==> src/rtl/dmac_pkg.sv <==
package dmac_pkg;

    localparam int ADDR_W = 16;
    localparam int CTL_W  = 15;

    // Copy style in mode bits [1:0]; bit [2] selects the repeating variant
    typedef enum logic [1:0] {
        KIND_SINGLE = 2'b00,
        KIND_BLOCK  = 2'b01,
        KIND_BURST  = 2'b10
    } kind_e;

    localparam logic [1:0] STEP_DEC = 2'b10;
    localparam logic [1:0] STEP_INC = 2'b11;

    typedef struct packed {
        logic [2:0] mode;      // 14:12
        logic [1:0] src_step;  // 11:10
        logic [1:0] dst_step;  // 9:8
        logic       dst_byte;  // 7
        logic       src_byte;  // 6
        logic       level;     // 5
        logic       en;        // 4
        logic       done;      // 3
        logic       ie;        // 2
        logic       abort;     // 1
        logic       req;       // 0
    } ctl_t;

    typedef struct packed {
        logic defer;   // 2
        logic nmi_en;  // 1
        logic rotate;  // 0
    } opt_t;

    typedef enum logic [1:0] {
        S_IDLE,
        S_RD,
        S_WR,
        S_GAP
    } eng_e;

    function automatic logic [ADDR_W-1:0] step_addr(input logic [ADDR_W-1:0] a,
                                                    input logic [1:0] code,
                                                    input logic is_byte);
        logic [ADDR_W-1:0] d;
        d = is_byte ? ADDR_W'(1) : ADDR_W'(2);
        case (code)
            STEP_INC: return a + d;
            STEP_DEC: return a - d;
            default:  return a;
        endcase
    endfunction

endpackage

==> src/rtl/dmac_trig.sv <==
module dmac_trig #(
    parameter int SEL_W = 4,
    localparam int LINES = 2 ** SEL_W
) (
    input  logic             clk,
    input  logic             rst,
    input  logic [LINES-1:0] trig_in,
    input  logic [SEL_W-1:0] sel,
    input  logic             level,
    input  logic             en,
    input  logic             sw_req,
    output logic             evt
);
    logic line_now;
    logic line_prev;

    assign line_now = trig_in[sel];

    always_ff @(posedge clk) begin
        if (rst) line_prev <= 1'b0;
        else     line_prev <= line_now;
    end

    always_comb begin
        if (!en)                evt = 1'b0;
        else if (sel == '0)     evt = sw_req;
        else if (level)         evt = line_now;
        else                    evt = line_now & ~line_prev;
    end
endmodule

==> src/rtl/dmac_arb.sv <==
module dmac_arb #(
    parameter int N = 3,
    localparam int IW = (N > 1) ? $clog2(N) : 1
) (
    input  logic [N-1:0]  req,
    input  logic          rotate,
    input  logic [IW-1:0] last,
    output logic          gnt_valid,
    output logic [IW-1:0] gnt_idx
);
    always_comb begin
        gnt_valid = 1'b0;
        gnt_idx   = '0;
        for (int k = 0; k < N; k++) begin
            int c;
            c = rotate ? ((int'(last) + 1 + k) % N) : k;
            if (!gnt_valid && req[c]) begin
                gnt_valid = 1'b1;
                gnt_idx   = IW'(c);
            end
        end
    end
endmodule

==> src/rtl/dmac_top.sv <==
module dmac_top
    import dmac_pkg::*;
#(
    parameter int NCH       = 3,
    parameter int TSEL_W    = 4,
    parameter int BURST_LEN = 4,
    localparam int RA_W     = $clog2(4 * (NCH + 1)),
    localparam int TW       = 2 ** TSEL_W
) (
    input  logic              clk,
    input  logic              rst,
    input  logic              wr_en,
    input  logic [RA_W-1:0]   wr_addr,
    input  logic [ADDR_W-1:0] wr_data,
    input  logic [TW-1:0]     trig_in,
    input  logic              fetch_stb,
    input  logic              nmi,
    output logic              mem_req,
    output logic              mem_we,
    output logic              mem_byte,
    output logic [ADDR_W-1:0] mem_addr,
    output logic [ADDR_W-1:0] mem_wdata,
    input  logic [ADDR_W-1:0] mem_rdata,
    output logic              irq
);
    localparam int IW = (NCH > 1) ? $clog2(NCH) : 1;
    localparam int BW = (BURST_LEN > 1) ? $clog2(BURST_LEN) : 1;
    localparam int GW = RA_W - 2;

    ctl_t              ctl   [NCH];
    logic [ADDR_W-1:0] src_p [NCH];
    logic [ADDR_W-1:0] dst_p [NCH];
    logic [ADDR_W-1:0] siz_p [NCH];
    logic [ADDR_W-1:0] src_w [NCH];
    logic [ADDR_W-1:0] dst_w [NCH];
    logic [ADDR_W-1:0] cnt_w [NCH];
    logic [TSEL_W-1:0] tsel  [NCH];
    opt_t              opt;
    logic [NCH-1:0]    pend, evt, arb_req;
    eng_e              st;
    logic [IW-1:0]     cur, last, gnt_idx, wch;
    logic              gnt_valid;
    logic [BW-1:0]     bcnt;
    logic [ADDR_W-1:0] dat, src_nx, dst_nx, cnt_nx;
    logic              nmi_pend, nmi_hit, rep;
    kind_e             kind;
    logic [GW-1:0]     grp;
    logic              unused_wr_bits;

    assign unused_wr_bits = ^wr_data[ADDR_W-1:CTL_W];

    for (genvar c = 0; c < NCH; c++) begin : g_ch
        dmac_trig #(.SEL_W(TSEL_W)) u_trig (
            .clk    (clk),
            .rst    (rst),
            .trig_in(trig_in),
            .sel    (tsel[c]),
            .level  (ctl[c].level),
            .en     (ctl[c].en),
            .sw_req (ctl[c].req),
            .evt    (evt[c])
        );
        assign arb_req[c] = pend[c] & ctl[c].en & ~ctl[c].abort;
    end

    dmac_arb #(.N(NCH)) u_arb (
        .req      (arb_req),
        .rotate   (opt.rotate),
        .last     (last),
        .gnt_valid(gnt_valid),
        .gnt_idx  (gnt_idx)
    );

    assign grp     = wr_addr[RA_W-1:2];
    assign wch     = IW'(int'(grp) - 1);
    assign kind    = kind_e'(ctl[cur].mode[1:0]);
    assign rep     = ctl[cur].mode[2];
    assign nmi_hit = opt.nmi_en & (nmi | nmi_pend);
    assign src_nx  = step_addr(src_w[cur], ctl[cur].src_step, ctl[cur].src_byte);
    assign dst_nx  = step_addr(dst_w[cur], ctl[cur].dst_step, ctl[cur].dst_byte);
    assign cnt_nx  = cnt_w[cur] - ADDR_W'(1);

    always_ff @(posedge clk) begin
        if (rst) begin
            for (int c = 0; c < NCH; c++) begin
                ctl[c]   <= '0;
                src_p[c] <= '0;
                dst_p[c] <= '0;
                siz_p[c] <= '0;
                src_w[c] <= '0;
                dst_w[c] <= '0;
                cnt_w[c] <= '0;
                tsel[c]  <= '0;
            end
            opt      <= '0;
            pend     <= '0;
            st       <= S_IDLE;
            cur      <= '0;
            last     <= IW'(NCH - 1);
            bcnt     <= '0;
            dat      <= '0;
            nmi_pend <= 1'b0;
        end else begin
            for (int c = 0; c < NCH; c++) begin
                pend[c] <= (pend[c] | evt[c]) & ctl[c].en;
                if (ctl[c].req && ctl[c].en && tsel[c] == '0) ctl[c].req <= 1'b0;
            end
            if (opt.nmi_en && nmi && st != S_IDLE) nmi_pend <= 1'b1;

            case (st)
                S_IDLE: begin
                    nmi_pend <= 1'b0;
                    if (gnt_valid && (!opt.defer || fetch_stb)) begin
                        cur           <= gnt_idx;
                        pend[gnt_idx] <= 1'b0;
                        bcnt          <= '0;
                        st            <= S_RD;
                    end
                end
                S_RD: begin
                    dat <= ctl[cur].src_byte ? {{(ADDR_W-8){1'b0}}, mem_rdata[7:0]} : mem_rdata;
                    st  <= S_WR;
                end
                S_WR: begin
                    src_w[cur] <= src_nx;
                    dst_w[cur] <= dst_nx;
                    cnt_w[cur] <= cnt_nx;
                    last       <= cur;
                    if (nmi_hit) begin
                        ctl[cur].en    <= 1'b0;
                        ctl[cur].abort <= 1'b1;
                        pend[cur]      <= 1'b0;
                        nmi_pend       <= 1'b0;
                        st             <= S_IDLE;
                    end else if (cnt_nx == '0) begin
                        ctl[cur].done <= 1'b1;
                        if (rep) begin
                            src_w[cur] <= src_p[cur];
                            dst_w[cur] <= dst_p[cur];
                            cnt_w[cur] <= siz_p[cur];
                        end else begin
                            ctl[cur].en <= 1'b0;
                        end
                        st <= S_IDLE;
                    end else begin
                        case (kind)
                            KIND_BLOCK: st <= S_RD;
                            KIND_BURST: begin
                                if (bcnt == BW'(BURST_LEN - 1)) begin
                                    bcnt <= '0;
                                    st   <= S_GAP;
                                end else begin
                                    bcnt <= bcnt + BW'(1);
                                    st   <= S_RD;
                                end
                            end
                            default: st <= S_IDLE;
                        endcase
                    end
                end
                default: st <= S_RD;
            endcase

            if (wr_en) begin
                if (grp == '0) begin
                    if (wr_addr[1:0] == 2'd0) begin
                        for (int c = 0; c < NCH; c++)
                            if (!ctl[c].en) tsel[c] <= wr_data[c*TSEL_W +: TSEL_W];
                    end else if (wr_addr[1:0] == 2'd1) begin
                        opt <= opt_t'(wr_data[2:0]);
                    end
                end else if (int'(grp) <= NCH) begin
                    case (wr_addr[1:0])
                        2'd0: begin
                            ctl[wch] <= ctl_t'(wr_data[CTL_W-1:0]);
                            if (wr_data[4] && !ctl[wch].en) begin
                                src_w[wch] <= src_p[wch];
                                dst_w[wch] <= dst_p[wch];
                                cnt_w[wch] <= siz_p[wch];
                            end
                        end
                        2'd1:    src_p[wch] <= wr_data;
                        2'd2:    dst_p[wch] <= wr_data;
                        default: siz_p[wch] <= wr_data;
                    endcase
                end
            end
        end
    end

    assign mem_req   = (st == S_RD) || (st == S_WR);
    assign mem_we    = (st == S_WR);
    assign mem_byte  = mem_req && (mem_we ? ctl[cur].dst_byte : ctl[cur].src_byte);
    assign mem_addr  = !mem_req ? '0 : (mem_we ? dst_w[cur] : src_w[cur]);
    assign mem_wdata = ctl[cur].dst_byte ? {{(ADDR_W-8){1'b0}}, dat[7:0]} : dat;

    always_comb begin
        irq = 1'b0;
        for (int c = 0; c < NCH; c++) irq = irq | (ctl[c].done & ctl[c].ie);
    end
endmodule

==> config.mk <==
export PLATFORM = sky130hd
export DESIGN_NAME = dmac_top
export DESIGN_NICKNAME = d
export VERILOG_FILES = /design/src/rtl/dmac_pkg.sv /design/src/rtl/dmac_trig.sv /design/src/rtl/dmac_arb.sv /design/src/rtl/dmac_top.sv
export SDC_FILE = /design/constraint.sdc
export NUM_CORES = 1
export LEC_CHECK = 0
export ABC_CLOCK_PERIOD_IN_PS = 5600
export CAP_MARGIN = 20
export CORE_UTILIZATION = 25
export DETAILED_ROUTE_END_ITERATION = 7
export PLACE_DENSITY_LB_ADDON = 0.25
export SKIP_CTS_REPAIR_TIMING = 1
export SYNTH_ARGS = -nofsm -noshare
export SYNTH_HDL_FRONTEND = slang
export SYNTH_HIERARCHICAL = 1
export SYNTH_SLANG_ARGS = --single-unit
==> constraint.sdc <==
create_clock -name clk -period 5.6 [get_ports clk]
set_input_delay 0.84 -clock clk [delete_from_list [all_inputs] [get_ports clk]]
set_output_delay 0.84 -clock clk [all_outputs]
set_load 0.01 [all_outputs]
==> flow_metrics.env, run 1 <==
export IMPL_status="finished, final reports clean"
export IMPL_gp_congestion=0.8348
export IMPL_final_nets=2309
export IMPL_setup_tns_ns=0
export IMPL_ir_drop_mv=0.2352
export IMPL_cts_sinks=487
export IMPL_drive_gt1_share_pct=16.24
export IMPL_ys_seq_elements=487
export IMPL_synthAdderAreaFrac_pct=2.153
export IMPL_hp_class="reg2reg"
export IMPL_worstSetupPathType="reg2reg"
export IMPL_async_flop_share_pct=0
export IMPL_cts_htree_levels=2
export IMPL_powerDensity_mw_per_mm2=282.5
export IMPL_port_buffers=92
export IMPL_seq_area_frac_synth_pct=52.89
export IMPL_worst_ep_required_time_ns=6.05
export IMPL_drtAntennaViolNets=0
export IMPL_first_pass_iters=5
export IMPL_arrival_ns=5.51
export IMPL_synth_area_top_cells="edfxtp_1, mux4_2, and3_1"
export IMPL_setup_viol=0
export IMPL_cts_max_path_buffers=3
export IMPL_die_x_um=329.7
export IMPL_drt_iter0_drc=2015
export IMPL_crit_path_end_kind="register"
export IMPL_fin_crit_ns=5.059
export IMPL_swShare_pct=26.24
export IMPL_syn_to_final_growth_pct=16.49
export IMPL_syn_avg_cell_area_um2=12.64
export IMPL_syn_inst=2125
export IMPL_finalClockSkew_ns=0.02157
export IMPL_synth_top_family_by_area="multiplexers"
export IMPL_die_y_um=329.7
export IMPL_maxSlewHeadroom_pct=28.28
export IMPL_std_cell_rows=119
export IMPL_core_area_mm2=0.1059
export IMPL_hold_viol_final=0
export IMPL_cts_tree="done"
export IMPL_clkPwrFrac_pct=38.2
export IMPL_fin_ws_ns=0.5406
export IMPL_clk_pin_slew_worst_paths_ns=0.07
export IMPL_first_global_vias=19520
export IMPL_regArea_mm2=0.01421
export IMPL_boundaryPins=93
export IMPL_worst_pin_slew_ns=1.073
export IMPL_combPwrFrac_pct=13.9
export IMPL_synthSimpleGateAreaFrac_pct=14.84
export IMPL_p_seq_share_pct=47.9
export IMPL_fmax_mhz=197.7
export IMPL_initial_utilization_pct=25.37
export IMPL_synthDistinctLibCells=89
export IMPL_yosysTopAreaCell="edfxtp_1"
export IMPL_track_usage_pct=16.57
export IMPL_power_switching_mw=2.319
export IMPL_synth_edf_count=445
export IMPL_grt_overflow=0
export IMPL_n_antenna_cell=0
export IMPL_wire_per_inst_um=25.24
export IMPL_wl_mm=91.86
export IMPL_intPower_mw=6.518
export IMPL_synthMuxAreaShare_pct=15.83
export IMPL_drcViolationCount=0
export IMPL_hpwl_mm=59.06
export IMPL_grt_max_degree=54
export IMPL_die_area_mm2=0.1087
export IMPL_root_buffer="clkbuf_16"
export IMPL_vias=19370
export IMPL_rsz0062_at_grt="false"
export IMPL_insertion_delay_ns=0.62
export IMPL_synth_top_cell_area_share_pct=49.76
export IMPL_crit_fanout=25
export IMPL_numCtsBuffers=52
export IMPL_grt_pass1_wl_mm=133.4
export IMPL_maxCapViolations=0
export IMPL_ys_flop_type="edfxtp_1"
export IMPL_final_max_slew_viol_count=0
export IMPL_via_per_inst=5.324
export IMPL_netlist_area_mm2=0.02685
export IMPL_start_kind="register"
export IMPL_fill_cells=10610
export IMPL_antenna_found_initial=5
export IMPL_pre_cts_ws_ns=0.6044
export IMPL_multiInputGateArea_mm2=0.01197
export IMPL_synth_xor_area_share_pct=0.5544
export IMPL_cellLeakagePower_nw=10.95
export IMPL_final_core_util_pct=29.55
export IMPL_period_share_pct=90.35
export IMPL_synth_compound_area_share_pct=10.04
export IMPL_yosys_warnings=6
## area by class of cell
type,instances,share of cell area (%)
clock buffers,74,4.491
clock inverters,21,0.6039
inverters,55,0.6599
multi-input cells,1452,38.25
flip-flops and latches,487,45.43
well taps,1391,5.563
repair buffers,159,5.007
## state kept, by name (all words and copies together) (netlist names), 12 cells and up, named ones only
register  count
cnt_w        64
dst_p        64
dst_w        64
siz_p        64
src_p        64
src_w        64
ctl          55
dat          16
tsel         12
## cell usage after synthesis, types with 5 or more instances
cell,count
buf_4,8
a31oi_1,21
o2111ai_1,5
or3_4,9
o21a_1,19
inv_1,54
mux4_2,150
nand2_1,205
nor4_1,8
or4_1,8
nor3_2,13
nand3_1,27
a211oi_1,10
edfxtp_1,445
and3_1,192
ha_1,43
a221oi_1,15
buf_1,20
o21ai_0,90
mux2_2,5
o31a_1,7
a21oi_1,41
clkbuf_1,142
a32o_1,24
xor2_1,15
buf_2,11
o211ai_1,32
mux2i_1,44
or3_1,7
o31ai_1,70
nand4_1,23
and4_1,6
nor2b_1,34
o221ai_1,5
nor2_1,86
mux4_1,12
nor3_1,42
nand4b_1,5
dfxtp_1,42
nand2b_1,19
and2_1,26
## critical path: stages, from the launching register on
cell and delay [ns]:
dfxtp_4 0.62, buf_4 0.52, mux4_2 0.63, nor2_1 0.11, buf_4 0.24, nand2_1 0.13
fa_1 0.43, nor2b_1 0.20, o31a_1 0.18, o21ai_0 0.16, a211oi_1 0.53, o2111ai_1 0.24
a211oi_1 0.55, o31ai_1 0.15, o211ai_1 0.20
## cell families (layout without fill, tap and decap cells)
kind of cell	Yosys count	after routing
buf+inv	243	309
fa+ha+maj	45	45
compound gates	383	383
simple gates	734	734
flops	487	487
mux	215	215
other cells	1	58
xor+xnor	17	17
## cells in the final DEF (no fill, tap or decap), drive strengths merged, types with 21 or more instances in the layout
cell type and count:
mux4 162, clkbuf 74, conb 58, o31ai 74
o211ai 32, buf 68, a21oi 41, a31oi 21
clkdlybuf4s50 91, nand3 27, dfxtp 42, nor3 56
ha 43, and3 193, nand4 23, o21ai 94
mux2i 44, inv 56, a32o 24, nor2 86
nand2 205, edfxtp 445, nor2b 35, and2 26
## layer usage
metal	up-vias	part of all wire, %	global-route usage (%)
met4	6	2.3	4.640
met3	142	6.0	2.324
met1	10080	42	21.44
met5	-	0.034	0
li1	8467	-	-
met2	678	50	28.72
## power groups by stage
stage	Sequential, mW	Combinational (mW)	Clock (mW)
after detailed placement	4.31	1.23	0
after floorplan	4.28	0.749	0
after global placement	4.30	1.20	0
after CTS	4.24	1.23	3.43
after global routing	4.25	1.32	3.56
final	4.24	1.22	3.38
## final timing paths
check	start	endpoint	slack, ns	cells after the start
max	register	src_w[1][14]	0.54	14
min	dat[8]	dat[8]	0.46	2
max reg2reg	register	src_w[1][14]	0.54	14
min reg2reg	dat[8]	dat[8]	0.46	2
## stage by stage
stage	hold WS (ns)	area (µm²)	power [mW]	std cells
after floorplan	0.4412	27070	5.025	2182
after global placement	0.4478	29560	5.505	3538
after detailed placement	0.4540	29660	5.539	3542
after CTS	0.4643	31250	8.898	3637
after global routing	0.4907	31280	9.131	3639
final	0.4643	31280	8.837	3639
(Power assumes the default switching activity.)
==> run 2: changes to the inputs <==
Settings changed: ABC_CLOCK_PERIOD_IN_PS 5600 to unset, CELL_PAD_IN_SITES_DETAIL_PLACEMENT set to 0, CELL_PAD_IN_SITES_GLOBAL_PLACEMENT set to 1, CORE_UTILIZATION 25 to 46.
==> run 2 against run 1 <==
Total power is 1.5% lower. Worst setup slack improved by 0.13 ns. Highest routed layer is now met4. Combinational power decreased by 4%. Cell count shrank 18%. Clock skew down 0.0047 ns. First-iteration DRC count fell by 3.4%. Sequential share of layout area grew 1.4 points. Register-to-register slack improved by 0.13 ns. Critical path depth fell by 5. Clock power down 2%.
==> flow_metrics.env, run 2 (synthesis results as in run 1) <==
export IMPL_cts_tree="done"
export IMPL_timing_hold_ws_ns=0.4637
export IMPL_via_per_inst=6.383
export IMPL_insertion_delay_ns=0.61
export IMPL_first_pass_iters=7
export IMPL_n_antenna_cell=0
export IMPL_cellLeakagePower_nw=10.88
export IMPL_swShare_pct=25.56
export IMPL_cts_sinks=487
export IMPL_p_total_mw=8.703
export IMPL_initial_utilization_pct=46.55
export IMPL_clk_pin_slew_worst_paths_ns=0.06
export IMPL_intPower_mw=6.479
export IMPL_antenna_found_initial=1
export IMPL_reg2regPathDepth=9
export IMPL_finalClockSkew_ns=0.01688
export IMPL_wl_mm=80.11
export IMPL_die_y_um=243.6
export IMPL_cts_max_path_buffers=3
export IMPL_track_usage_pct=27.06
export IMPL_grt_max_degree=65
export IMPL_period_share_pct=88.10
export IMPL_r2r_setup_slack_ns=0.67
export IMPL_final_nets=2295
export IMPL_gp_congestion=0.8749
export IMPL_boundaryPins=93
export IMPL_drcViolationCount=0
export IMPL_status="finished, final reports clean"
export IMPL_fmax_mhz=202.7
export IMPL_maxCapViolations=0
export IMPL_final_max_slew_viol_count=0
export IMPL_hp_start="dat[8]"
export IMPL_final_area_mm2=0.03034
export IMPL_root_buffer="clkbuf_16"
export IMPL_hold_viol_final=0
export IMPL_numCtsBuffers=52
export IMPL_vias=19140
export IMPL_whs_endpoint="dat[8]"
export IMPL_powerDensity_mw_per_mm2=286.8
export IMPL_setup_viol=0
export IMPL_worst_pin_slew_ns=1.073
export IMPL_drt_iter0_drc=1947
export IMPL_setup_tns_ns=0
export IMPL_cts_htree_levels=2
export IMPL_hp_class="reg2reg"
export IMPL_rr_endpoint="dst_w[0][13]"
export IMPL_die_area_mm2=0.05935
export IMPL_final_core_util_pct=52.59
export IMPL_port_buffers=92
export IMPL_drive_gt1_share_pct=15.94
export IMPL_std_cell_rows=88
export IMPL_wire_per_inst_um=26.71
export IMPL_hpwl_mm=50.18
export IMPL_grt_overflow=0
export IMPL_p_seq_share_pct=48.7
export IMPL_grt_pass1_wl_mm=120.8
export IMPL_fin_crit_ns=4.933
export IMPL_syn_to_final_growth_pct=12.99
export IMPL_worstSetupPathType="reg2reg"
export IMPL_maxSlewHeadroom_pct=28.24
export IMPL_start_kind="register"
export IMPL_hold_path_depth=2
export IMPL_ir_drop_mv=0.2411
export IMPL_combPwrFrac_pct=13.4
export IMPL_worstPathCellList="buf_4, mux4_2, or2_2, or3_4, o31ai_4, nand4_1, or4b_4, or3_4, a32o_1"
export IMPL_crit_fanout=47
export IMPL_clkPwrFrac_pct=37.9
export IMPL_drtAntennaViolNets=0
export IMPL_power_switching_mw=2.224
export IMPL_slowest_stage="or4b_4"
export IMPL_worst_ep_required_time_ns=5.95
export IMPL_postPlaceCellArea_mm2=0.02872
export IMPL_cpPeakStageDelay_ns=0.91
export IMPL_arrival_ns=5.29
export IMPL_first_global_vias=19240
export IMPL_cp_common_cell="or3_4"
export IMPL_rsz0062_at_grt="false"
export IMPL_crit_path_end_kind="register"
export IMPL_die_x_um=243.6
export IMPL_core_area_mm2=0.05770
export IMPL_final_common_cell="edfxtp_1"
export IMPL_final_cell_mix="edfxtp_1, nand2_1, and3_1"
[run 2: through the flow]
step	cells	worst slack (ns)
after detailed placement	2903	0.6463
final	2999	0.6665
after global routing	2999	0.4397
after CTS	2998	0.6137
after floorplan	2182	0.1006
after global placement	2902	0.7000
[run 2: worst max-delay path, delay by kind of cell, from the launching register on]
| kind | cells | cell delay, ns |
|---|---|---|
| AND/OR/NAND/NOR | 5 | 2.40 |
| flip-flops | 1 | 0.66 |
| multiplexers | 1 | 0.61 |
| AO/OA/AOI/OAI | 2 | 0.47 |
| buffers and inverters | 1 | 0.44 |
[run 2: cell type report]
cell class                 instances  area (µm²)
fill                            4969       27350
timing repair buffer             145        1396
inverter                          55       206.4
clock buffer                      73        1494
multi-input combinational       1452       11970
sequential                       487       14210
clock inverter                    22       111.4
tap                              765       957.2
[run 2: how the worst max path moves through the flow]
stage | end | slack (ns) | cells past startpoint
floorplan | src_w[0][14] | 0.10 | 19
global placement | dst_w[0][10] | 0.70 | 9
detailed placement | dst_w[1][4] | 0.65 | 9
CTS | mem_addr[15] | 0.61 | 7
global route | src_w[1][14] | 0.44 | 14
finish | dst_w[0][13] | 0.67 | 9
[run 2: metal layers]
metal  track usage, %  wire length (µm)  up-vias
met5                0                 0        -
met4            8.456              2326        0
met3            4.880              6739      141
met2            44.24             38330      905
met1            36.74             32720     9656
li1                 -                 -     8442
[run 2: power groups by stage]
stage	Clock, mW	Sequential, mW	Combinational (mW)
floorplan	0	4.28	0.749
global placement	0	4.30	1.14
detailed placement	0	4.31	1.16
CTS	3.34	4.23	1.16
global route	3.49	4.25	1.25
finish	3.30	4.24	1.17
